<file path="config.mk">
export PLATFORM = sky130hd
export DESIGN_NAME = pi4_burst_tx
export DESIGN_NICKNAME = d
export VERILOG_FILES = /design/src/rtl/txs_pkg.sv /design/src/rtl/txs_bitclk.sv /design/src/rtl/txs_framer.sv /design/src/rtl/txs_delay.sv /design/src/rtl/txs_mapper.sv /design/src/rtl/pi4_burst_tx.sv
export SDC_FILE = /design/constraint.sdc
export NUM_CORES = 1
export LEC_CHECK = 0
export BUFFER_PORTS_ARGS = -buffer_cell sky130_fd_sc_hd__buf_2
export CAP_MARGIN = 10
export CORE_MARGIN = 2
export CORE_UTILIZATION = 30
export CTS_BUF_LIST = sky130_fd_sc_hd__clkbuf_4 sky130_fd_sc_hd__clkbuf_8 sky130_fd_sc_hd__clkbuf_16
export CTS_CLUSTER_DIAMETER = 200
export CTS_CLUSTER_SIZE = 16
export DETAILED_ROUTE_END_ITERATION = 6
export SETUP_SLACK_MARGIN = 0.4
export SLEW_MARGIN = 20
export SYNTH_ARGS = -nofsm -noshare
export SYNTH_HDL_FRONTEND = slang
export SYNTH_SLANG_ARGS = --single-unit
</file>
<file path="constraint.sdc">
create_clock -name clk -period 3.2 [get_ports clk]
set_input_delay 0 -clock clk [delete_from_list [all_inputs] [get_ports clk]]
set_output_delay 0 -clock clk [all_outputs]
set_load 0.05 [all_outputs]
</file>
<file path="src/rtl/txs_pkg.sv">
// Shared types for the burst transmit sequencer.
// Assumes: slot records travel as packed vectors through the latency line.
package txs_pkg;

    // Kind of symbol slot issued by the framer.
    typedef enum logic [2:0] {
        K_RU0  = 3'd0,
        K_RU1  = 3'd1,
        K_DATA = 3'd2,
        K_RD0  = 3'd3,
        K_RD1  = 3'd4,
        K_END  = 3'd5
    } slot_kind_t;

    // One slot record: valid flag, kind and dibit (first bit in [1]).
    typedef struct packed {
        logic       vld;
        slot_kind_t kind;
        logic [1:0] dibit;
    } slot_rec_t;

    // Phase step in pi/4 units for one dibit.
    function automatic logic [2:0] dibit_step(input logic [1:0] d);
        case (d)
            2'b00:   return 3'd1;
            2'b01:   return 3'd3;
            2'b11:   return 3'd5;
            default: return 3'd7;
        endcase
    endfunction

endpackage

</file>
<file path="src/rtl/txs_bitclk.sv">
// Bit clock selection: either divides clk by DIV or resynchronises an
// external bit clock. Gives a one-cycle strobe in the cycle before the edge
// on which bclk_out rises; that edge samples the serial inputs.
// Assumes: the external bit clock is much slower than clk.
module txs_bitclk #(
    parameter int DIV = 10
) (
    input  logic clk,
    input  logic rst_n,
    input  logic clk_sel,
    input  logic bclk_in,
    output logic bclk_out,
    output logic bit_stb
);
    localparam int CW = (DIV > 2) ? $clog2(DIV) : 1;
    localparam int HI = DIV / 2;
    localparam logic [CW-1:0] CNT_MAX = CW'(DIV - 1);
    localparam logic [CW-1:0] HI_M1   = CW'(HI - 1);

    logic [CW-1:0] cnt_q;
    logic          div_q;
    logic [2:0]    sync_q;

    // Divider counter and its registered clock, high for the first HI counts.
    always_ff @(posedge clk) begin
        if (!rst_n) begin
            cnt_q <= '0;
            div_q <= 1'b0;
        end else begin
            cnt_q <= (cnt_q == CNT_MAX) ? '0 : cnt_q + 1'b1;
            div_q <= (cnt_q == CNT_MAX) || (cnt_q < HI_M1);
        end
    end

    // Two-flop resynchroniser plus one delay flop for edge detection.
    always_ff @(posedge clk) begin
        if (!rst_n) sync_q <= '0;
        else        sync_q <= {sync_q[1:0], bclk_in};
    end

    // Source selection for the strobe and the repeated clock.
    always_comb begin
        if (clk_sel) begin
            bit_stb  = (cnt_q == CNT_MAX);
            bclk_out = div_q;
        end else begin
            bit_stb  = sync_q[1] & ~sync_q[2];
            bclk_out = sync_q[2];
        end
    end

endmodule

</file>
<file path="src/rtl/txs_framer.sv">
// Burst framer: watches sampled bits and the window and issues one slot
// record every second bit while a burst runs: two ramp-ups, data dibits
// taken from a four-bit history, two ramp-downs and a closing slot.
// Assumes: bit_stb is a single-cycle pulse; din/win are stable around it.
module txs_framer
    import txs_pkg::*;
(
    input  logic      clk,
    input  logic      rst_n,
    input  logic      bit_stb,
    input  logic      din,
    input  logic      win,
    output slot_rec_t rec_q
);
    localparam int HIST = 4;

    typedef enum logic [2:0] {F_IDLE, F_RU1, F_DATA, F_RD1, F_END} fr_state_t;

    fr_state_t       st_q, st_d;
    logic            odd_q, odd_d;
    logic [HIST-1:0] hd_q, hw_q;
    slot_rec_t       rec_d;

    // Bit and window history, newest bit in position 0.
    always_ff @(posedge clk) begin
        if (!rst_n) begin
            hd_q <= '0;
            hw_q <= '0;
        end else if (bit_stb) begin
            hd_q <= {hd_q[HIST-2:0], din};
            hw_q <= {hw_q[HIST-2:0], win};
        end
    end

    // Slot decision for the current strobe.
    always_comb begin
        st_d  = st_q;
        odd_d = odd_q;
        rec_d = '0;
        if (bit_stb) begin
            if (st_q == F_IDLE) begin
                if (win) begin
                    rec_d.vld  = 1'b1;
                    rec_d.kind = K_RU0;
                    st_d       = F_RU1;
                    odd_d      = 1'b1;
                end
            end else if (odd_q) begin
                odd_d = 1'b0;
            end else begin
                odd_d     = 1'b1;
                rec_d.vld = 1'b1;
                case (st_q)
                    F_RU1: begin
                        rec_d.kind = K_RU1;
                        st_d       = F_DATA;
                    end
                    F_DATA: begin
                        if (&hw_q[HIST-1:HIST-2]) begin
                            rec_d.kind  = K_DATA;
                            rec_d.dibit = hd_q[HIST-1:HIST-2];
                        end else begin
                            rec_d.kind = K_RD0;
                            st_d       = F_RD1;
                        end
                    end
                    F_RD1: begin
                        rec_d.kind = K_RD1;
                        st_d       = F_END;
                    end
                    default: begin
                        rec_d.kind = K_END;
                        st_d       = F_IDLE;
                    end
                endcase
            end
        end
    end

    // State, parity and record registers.
    always_ff @(posedge clk) begin
        if (!rst_n) begin
            st_q  <= F_IDLE;
            odd_q <= 1'b0;
            rec_q <= '0;
        end else begin
            st_q  <= st_d;
            odd_q <= odd_d;
            rec_q <= rec_d;
        end
    end

endmodule

</file>
<file path="src/rtl/txs_delay.sv">
// Fixed latency line: DEPTH register stages of width W, or a wire when
// DEPTH is zero.
// Assumes: DEPTH stays in the low hundreds.
module txs_delay #(
    parameter int DEPTH = 124,
    parameter int W     = 6
) (
    input  logic         clk,
    input  logic         rst_n,
    input  logic [W-1:0] din,
    output logic [W-1:0] dout
);
    generate
        if (DEPTH == 0) begin : g_wire
            assign dout = din;
        end else begin : g_pipe
            logic [W-1:0] pipe_q [DEPTH];

            // Shift every stage forward by one cycle.
            always_ff @(posedge clk) begin
                if (!rst_n) begin
                    for (int i = 0; i < DEPTH; i++) pipe_q[i] <= '0;
                end else begin
                    pipe_q[0] <= din;
                    for (int i = 1; i < DEPTH; i++) pipe_q[i] <= pipe_q[i-1];
                end
            end

            assign dout = pipe_q[DEPTH-1];
        end
    endgenerate

endmodule

</file>
<file path="src/rtl/txs_mapper.sv">
// Output stage: applies delayed slot records to the phase accumulator,
// the ramp code, the symbol strobe and the burst flag.
// Assumes: mod_off is steady while a burst is on air.
module txs_mapper
    import txs_pkg::*;
(
    input  logic      clk,
    input  logic      rst_n,
    input  slot_rec_t rec,
    input  logic      mod_off,
    output logic [2:0] phase_q,
    output logic [1:0] amp_q,
    output logic       stb_q,
    output logic       burst_q
);
    // Record-driven update of all outputs.
    always_ff @(posedge clk) begin
        if (!rst_n) begin
            phase_q <= '0;
            amp_q   <= '0;
            stb_q   <= 1'b0;
            burst_q <= 1'b0;
        end else begin
            stb_q <= rec.vld && (rec.kind != K_END);
            if (rec.vld) begin
                case (rec.kind)
                    K_RU0: begin
                        phase_q <= '0;
                        amp_q   <= 2'd1;
                        burst_q <= 1'b1;
                    end
                    K_RU1:  amp_q <= 2'd2;
                    K_DATA: begin
                        amp_q <= 2'd3;
                        if (!mod_off) phase_q <= phase_q + dibit_step(rec.dibit);
                    end
                    K_RD0:  amp_q <= 2'd2;
                    K_RD1:  amp_q <= 2'd1;
                    default: begin
                        amp_q   <= 2'd0;
                        burst_q <= 1'b0;
                    end
                endcase
            end
        end
    end

endmodule

</file>
<file path="src/rtl/pi4_burst_tx.sv">
// Top of the pi/4-shifted QPSK burst transmit sequencer: bit clock
// selection, burst framing, a fixed 6.25-symbol latency line and the
// phase/ramp output stage.
// Assumes: DIV clk cycles per bit; LAT_QSYM quarter-symbols of latency.
module pi4_burst_tx
    import txs_pkg::*;
#(
    parameter int DIV      = 10,
    parameter int LAT_QSYM = 25
) (
    input  logic       clk,
    input  logic       rst_n,
    input  logic       clk_sel,
    input  logic       bclk_in,
    input  logic       din,
    input  logic       win,
    input  logic       mod_off,
    output logic       bclk_out,
    output logic [2:0] sym_phase,
    output logic [1:0] ramp_amp,
    output logic       sym_stb,
    output logic       burst
);
    localparam int SYM_TICKS = 2 * DIV;
    localparam int LAT       = (LAT_QSYM * SYM_TICKS) / 4;
    localparam int DLY_DEPTH = LAT - 1;
    localparam int REC_W     = $bits(slot_rec_t);

    logic             bit_stb;
    slot_rec_t        rec_fr;
    logic [REC_W-1:0] rec_late;

    txs_bitclk #(.DIV(DIV)) u_clk (
        .clk      (clk),
        .rst_n    (rst_n),
        .clk_sel  (clk_sel),
        .bclk_in  (bclk_in),
        .bclk_out (bclk_out),
        .bit_stb  (bit_stb)
    );

    txs_framer u_frm (
        .clk     (clk),
        .rst_n   (rst_n),
        .bit_stb (bit_stb),
        .din     (din),
        .win     (win),
        .rec_q   (rec_fr)
    );

    txs_delay #(.DEPTH(DLY_DEPTH), .W(REC_W)) u_dly (
        .clk   (clk),
        .rst_n (rst_n),
        .din   (rec_fr),
        .dout  (rec_late)
    );

    txs_mapper u_map (
        .clk     (clk),
        .rst_n   (rst_n),
        .rec     (slot_rec_t'(rec_late)),
        .mod_off (mod_off),
        .phase_q (sym_phase),
        .amp_q   (ramp_amp),
        .stb_q   (sym_stb),
        .burst_q (burst)
    );

endmodule

</file>
Word level (Yosys, flattened, before mapping)
Memory sizes are Yosys's and may differ from the RTL's.
Index checks and enable logic that the tools add are counted.
- bits in registers: 33
- memory bits (writable): 744
- bits of input ports: 7
- output and inout bits: 8
- word-level logic and storage cells: 333
- memories: 1
- $add $sub $neg: 2
- magnitude comparators: 1
- eq/ne operators: 15
- multiplexer cells: 152
- bitwise operators: 131
- reductions and logical operators: 17
- memories (name ; depth ; bits a word ; read ports ; clocked after Yosys merged registers in ; write ports ; line ; text):
    u_dly.g_pipe.pipe_q ; 124 ; 6 ; 124 ; 0 ; 124 ; txs_delay.sv:17 ; logic [W-1:0] pipe_q [DEPTH];
- operator list (operator ; count):
    2-to-1 mux 6 bit ; 125
    bitwise OR 1 bit ; 124
    2-to-1 mux 3 bit ; 9
    case mux 3 bit (3 select lines) ; 3
    == test 3 x 2 -> 1 bit (second input constant) ; 4
    2-to-1 mux 1 bit ; 8
    2-to-1 mux 4 bit ; 2
    AND reduction 2 bit ; 4
    == test 3 x 1 -> 1 bit (second input constant) ; 2
    logical NOT 3 bit ; 2
    != test 2 bit (second input constant) ; 3
    inverter 1 bit ; 6
    case mux 2 bit (3 select lines) ; 1
    case mux 3 bit (2 select lines) ; 1
    OR reduction 2 bit ; 3
    OR reduction 6 bit ; 1
    adder 4 x 1 -> 4 bit (second input constant) ; 1
    == test 4 bit (second input constant) ; 1
    < comparator 4 x 3 -> 1 bit (second input constant) ; 1
    2-to-1 mux 2 bit ; 2
    AND reduction 4 bit ; 1
    OR reduction 4 bit ; 1
    adder 3 bit ; 1
    == test 3 bit (second input constant) ; 1
    11 further kinds ; 11

Logic depth before layout (Yosys ltp)
An unclocked memory read counts as a cell.
- word-level depth: 10
- gate-level depth with buffers: 7
- mapped depth without buffers: 6

Hierarchy
From an unflattened synthesis, not the netlist that was laid out.
- cell total of the unflattened synthesis: 1719
- area, all modules: 21549.4 µm²
- modules (own cells, without submodules) (module ; instances ; cells an instance ; area each (µm²) ; seq. area each (µm²)):
    txs_delay ; 1 ; 1576 ; 20100.5 ; 14894.3
    txs_framer ; 1 ; 70 ; 720.7 ; 360.3
    txs_mapper ; 1 ; 42 ; 395.4 ; 140.1
    txs_bitclk ; 1 ; 31 ; 332.8 ; 160.2

Worst setup path before layout
OpenSTA, ideal clock, no wires.
- path kind: reg-to-reg
- from: reg u_map.phase_q[0]
- to: reg u_map.phase_q[2]
- setup time: 0.075 ns
- arrival: 1.949 ns
- data required time: 3.125 ns
- setup slack: 1.176 ns
- cell stages (with the launch flop): 6
- path buffers: 0
- path through: dfxtp_1 inv_1 fa_1 xnor2_1 or4b_1 a31oi_1
- cells in the longest elaborated chain, start to end: 3
- RTL lines (item ; line ; text):
    start: declaration ; txs_mapper.sv:11 ; output logic [2:0] phase_q,
    start signal: assignment ; txs_mapper.sv:35 ; if (!mod_off) phase_q <= phase_q + dibit_step(rec.dibit);
    adder 3 bit ; txs_mapper.sv:35 ;
    2-to-1 mux 3 bit ; txs_mapper.sv:35 ;
    case mux 3 bit (2 select lines) ; txs_mapper.sv:26 ; case (rec.kind)
No other way between the ends. The select of a mux whose other input is x is not followed.
A chain may end at the register's enable or synchronous reset.

Worst setup path in the final report
- from: reg u_clk.cnt_q[1]
- to: reg u_frm.hw_q[3]
- cells in the longest elaborated chain, start to end: 2
- RTL lines (item ; line ; text):
    start: declaration ; txs_bitclk.sv:20 ; logic [CW-1:0] cnt_q;
    start signal: assignment ; txs_bitclk.sv:30 ; cnt_q <= (cnt_q == CNT_MAX) ? '0 : cnt_q + 1'b1;
    == test 4 bit ; txs_bitclk.sv:44 ; bit_stb = (cnt_q == CNT_MAX);
    2-to-1 mux 1 bit ; txs_bitclk.sv:43 ; if (clk_sel) begin
    end signal: assignment ; txs_framer.sv:31 ; hw_q <= {hw_q[HIST-2:0], win};
    end: declaration ; txs_framer.sv:21 ; logic [HIST-1:0] hd_q, hw_q;
No other way between the ends.

==> Implementation_results.wiki <==
{| class="wikitable"
! Metric !! Value
|-
| Antenna violations before repair || 0
|-
| Period Utilization, post-route || 63.2%
|-
| Class of the most critical setup path || flop to flop
|-
| Global router's overall resource usage || ~7%
|-
| Setup TNS || 0 ns
|-
| Clock transition at path regs || approximately 0.070 ns
|-
| Total placed cells including tap cells || 2584
|-
| Met3 Routed Length || 1.04 mm
|-
| Area share of the leading cell type in the synthesized netlist || around 73%
|-
| Crit. path cell count || 6
|-
| Pin count of the biggest net entering global routing || 317
|-
| Vias per cell || 3.77
|-
| Max-slew violations || 0
|-
| TritonCTS clock tree || built
|-
| Run status || completed
|-
| Worst-case clock skew || 0.0121 ns
|-
| Starting Density || 30.3%
|-
| Slowest Stage Delay on Critical Path || 0.71 ns
|-
| Max transition margin || 35.5%
|-
| Critical Path Slowest Stage Cell || a21oi_2
|-
| Antenna Cells || 0
|-
| Post-Syn Instances || approximately 1700
|-
| Worst-Margin Slew || 0.968 ns
|-
| Worst path required time || 3.66 ns
|-
| Cell Rows || 97
|-
| Wire length per cell after detailed routing || 9.45 um
|-
| Worst-path maximum fanout || 17
|-
| Worst min-delay path category || primary input to flop
|-
| Capture point of the worst path || u_frm.hw_q[3]
|-
| Synth Area in Compound Gates || 0.718%
|-
| Most frequent cells in the layout || dfxtp_1, and2_1, clkbuf_16
|-
| Worst path cell trace || inv_1 > ha_1 > and4b_1 > a21oi_2 > mux2i_1 > nor2_1
|-
| Seq/Total Area, Yosys || about three quarters
|-
| Crit path launch || u_clk.cnt_q[1]
|-
| Async set-or-reset flop fraction in the synthesized netlist || 0%
|-
| Worst slack at placement || 1.18 ns
|-
| Mux share of post-synthesis cell area || 0.765%
|-
| Cell Pwr Density || between 600 and 700 nW/um^2
|-
| IR drop worst, VDD || 389 uV
|-
| Critical R2R Capture || u_frm.hw_q[3]
|-
| Total number of vias || 9989
|-
| Max Root-Sink Buffers || 3
|-
| Clock Sinks || 777
|-
| Cells taking the most area after synthesis || dfxtp_1, and2_1, clkbuf_1, mux2i_1, nor2_1
|-
| Via count of the first global-routing pass || 9933
|-
| Synth Area in Simple Gates || 23.1%
|-
| Count of H-tree levels built during CTS || 2
|-
| Share of cells above drive strength 1 || slightly below 5%
|-
| Reported leakage power || 0.00959 uW
|-
| Fillers || roughly 6900
|-
| CP arrival || 2.48 ns
|-
| Cell area after technology mapping || about 21000 um^2
|-
| Buffer and inverter count on the worst path || 1
|-
| Post-Synth XOR/XNOR Area || 0.0824%
|-
| Root cell of the clock tree || clkbuf_16
|-
| Post-CTS Repair Setup Buffers || 0
|-
| Post-synth top area cell || dfxtp_1
|-
| Insertion delay of the later-clocked pin in the worst-skew pair || 0.59 ns
|-
| Max Clock Freq || 494 MHz
|-
| Final Hold Vio Count || 0
|-
| WL final || 25.0 mm
|-
| RSZ-0062 raised after global routing || no
|-
| Post-DP HPWL || roughly 12 mm
|-
| YS warnings || 0
|-
| Top Family by Delay on Critical Path || compound AO/OA/AOI/OAI gates
|-
| Core footprint || 70000 um^2
|-
| Top Ports || 15
|-
| Crit start category || flop
|-
| Worst-case hold slack || 0.131 ns
|-
| Avg Cell Area, Syn || about 12 um^2
|-
| Total setup violations reported at the end of the flow || 0
|-
| Met1 Wirelength || 12.9 mm
|-
| Gp weighted congestion || just under 0.7
|-
| Main flop type after synthesis || dfxtp_1
|-
| Main combinational cell family by area after synthesis || simple AND/OR/NAND/NOR gates
|-
| Top routing layer used || met4
|-
| Number of cells traversed by the worst register-to-register path || 6
|-
| Setup slack of the most critical reg-to-reg path || 1.18 ns
|-
| Wire length of the first global-routing pass || roughly 45 mm
|-
| Horiz. Die Dim || 270 um
|-
| Met2 wire length || 10.4 mm
|-
| Leftover overflow at the end of global routing || 0
|-
| Post-synthesis cell type count || 37
|-
| Die area || 73000 um^2
|-
| Vert. Die Dim || 270 um
|-
| Kind of end point of the critical path || flop
|-
| Count of TritonRoute iterations in the first routing pass || 4
|-
| Commonest non-fill, non-tap cell in the layout || dfxtp_1
|-
| Total power || 15900 uW
|-
| Number of enable flip-flop cells after synthesis || 0
|-
| Number of nets with antenna violations after routing || 0
|-
| Total CTS buffers || 54
|-
| Total DRC errors in the routed layout || 0
|-
| FF-to-FF Start || u_clk.cnt_q[1]
|-
| Total Nets Final || roughly 1700
|-
| Adder and majority cell fraction of the synthesized area || 0.330%
|-
| Total of flip-flops plus latches after synthesis || ~780
|-
| Count of buffers inserted at the top-level ports || 14
|-
| Max cap viols || 0
|-
| Min cycle time layout || 2.02 ns
|-
| Net count of the mapped netlist || 1728
|-
| Final setup slack of the worst path || approximately 1.2 ns
|-
| Area added between synthesis and finish || 11.5%
|-
| Violation count after the first detailed-routing iteration || ~470
|-
| Final cell count without fillers || approximately 2600
|}
==> cells in the mapped netlist, types with 2 or more instances <==
library cell	n
dfxtp_1	777
and2_1	748
clkbuf_1	87
nor2_1	23
mux2i_1	14
nand2_1	11
inv_1	9
a21oi_1	4
ha_1	4
nor3_1	3
nor4_1	3
a31oi_1	2
and3_1	2
buf_2	2
mux2_2	2
o21ai_0	2
o31ai_1	2
xnor2_1	2
==> area by class of cell <==
type | instances | area (um^2) | share of cell area [%]
Timing Repair Buffer | 24 | 195 | 0.824
Tap cell | 940 | 1180 | 4.96
Inverter | 9 | 33.8 | 0.143
Clock inverter | 3 | 37.5 | 0.158
Clock buffer | 55 | 1380 | 5.81
Multi-Input combinational cell | 840 | 5320 | 22.4
Sequential cell | 777 | 15600 | 65.7
==> worst register-to-register path: stages, from the launching register on <==
cell and delay (ns):
dfxtp_1 0.36, inv_1 0.06, ha_1 0.20, and4b_1 0.21, a21oi_2 0.71, mux2i_1 0.30
nor2_1 0.06
==> stage by stage <==
stage,cell area (um^2),utilization [%]
2_1_floorplan,21300,-
3_3_place_gp,22200,31.7
3_5_place_dp,22200,31.7
4_1_cts,23700,33.8
5_1_grt,23700,33.8
6_report,23700,33.8
==> kinds of logic (layout without fill, tap and decap cells) <==
family          count (synthesis)  in the layout
compound gates                 19             19
fa+ha+maj                       5              5
flops                         777            777
xor+xnor                        2              2
simple gates                  798            798
buf+inv                        99             91
mux                            16             16
==> layer usage <==
| metal | vias up | track usage [%] |
|---|---|---|
| li1 | 5149 | - |
| met5 | - | 0 |
| met1 | 4681 | 9.12 |
| met3 | 55 | 2.05 |
| met2 | 104 | 10.9 |
| met4 | 0 | 2.78 |
==> sequential cells by signal, indices dropped and copies added (netlist names) <==
| signal | cells |
|---|---|
| u_frm.rec_q | 6 |
| u_frm.hw_q | 4 |
| u_map.stb_q | 1 |
| u_frm.st_q | 3 |
| u_frm.hd_q | 4 |
| u_clk.sync_q | 3 |
| u_clk.cnt_q | 4 |
| u_clk.div_q | 1 |
| u_map.amp_q | 2 |
| u_map.phase_q | 3 |
| u_dly.g_pipe.pipe_q | 744 |
| u_map.burst_q | 1 |
| u_frm.odd_q | 1 |
==> report_power, final <==
| part | switching [uW] | internal [uW] | total [uW] |
|---|---|---|---|
| Sequential | 11.7 | 9680 | 9690 |
| Combinational | 130 | 40.7 | 171 |
| Clock | 2980 | 3050 | 6020 |
| Total | 3120 | 12800 | 15900 |
==> worst min path at each step <==
| stage | startpoint | to | slack, ns | depth (start not counted) |
|---|---|---|---|---|
| floorplan | bclk_in | u_clk.sync_q[0] | 0.13 | 1 |
| global placement | bclk_in | u_clk.sync_q[0] | 0.21 | 2 |
| detailed placement | bclk_in | u_clk.sync_q[0] | 0.21 | 2 |
| CTS | clk_sel | u_frm.rec_q[5] | 0.1 | 4 |
| global route | clk_sel | u_frm.hw_q[0] | 0.16 | 5 |
| finish | clk_sel | u_frm.rec_q[5] | 0.13 | 4 |
==> what timing repair did <==
action	CTS	global route
hold buffers	6	0
gates resized for setup	0	0
endpoints found under the hold margin	98	0
Note: power is estimated with default switching activity, not from simulation.
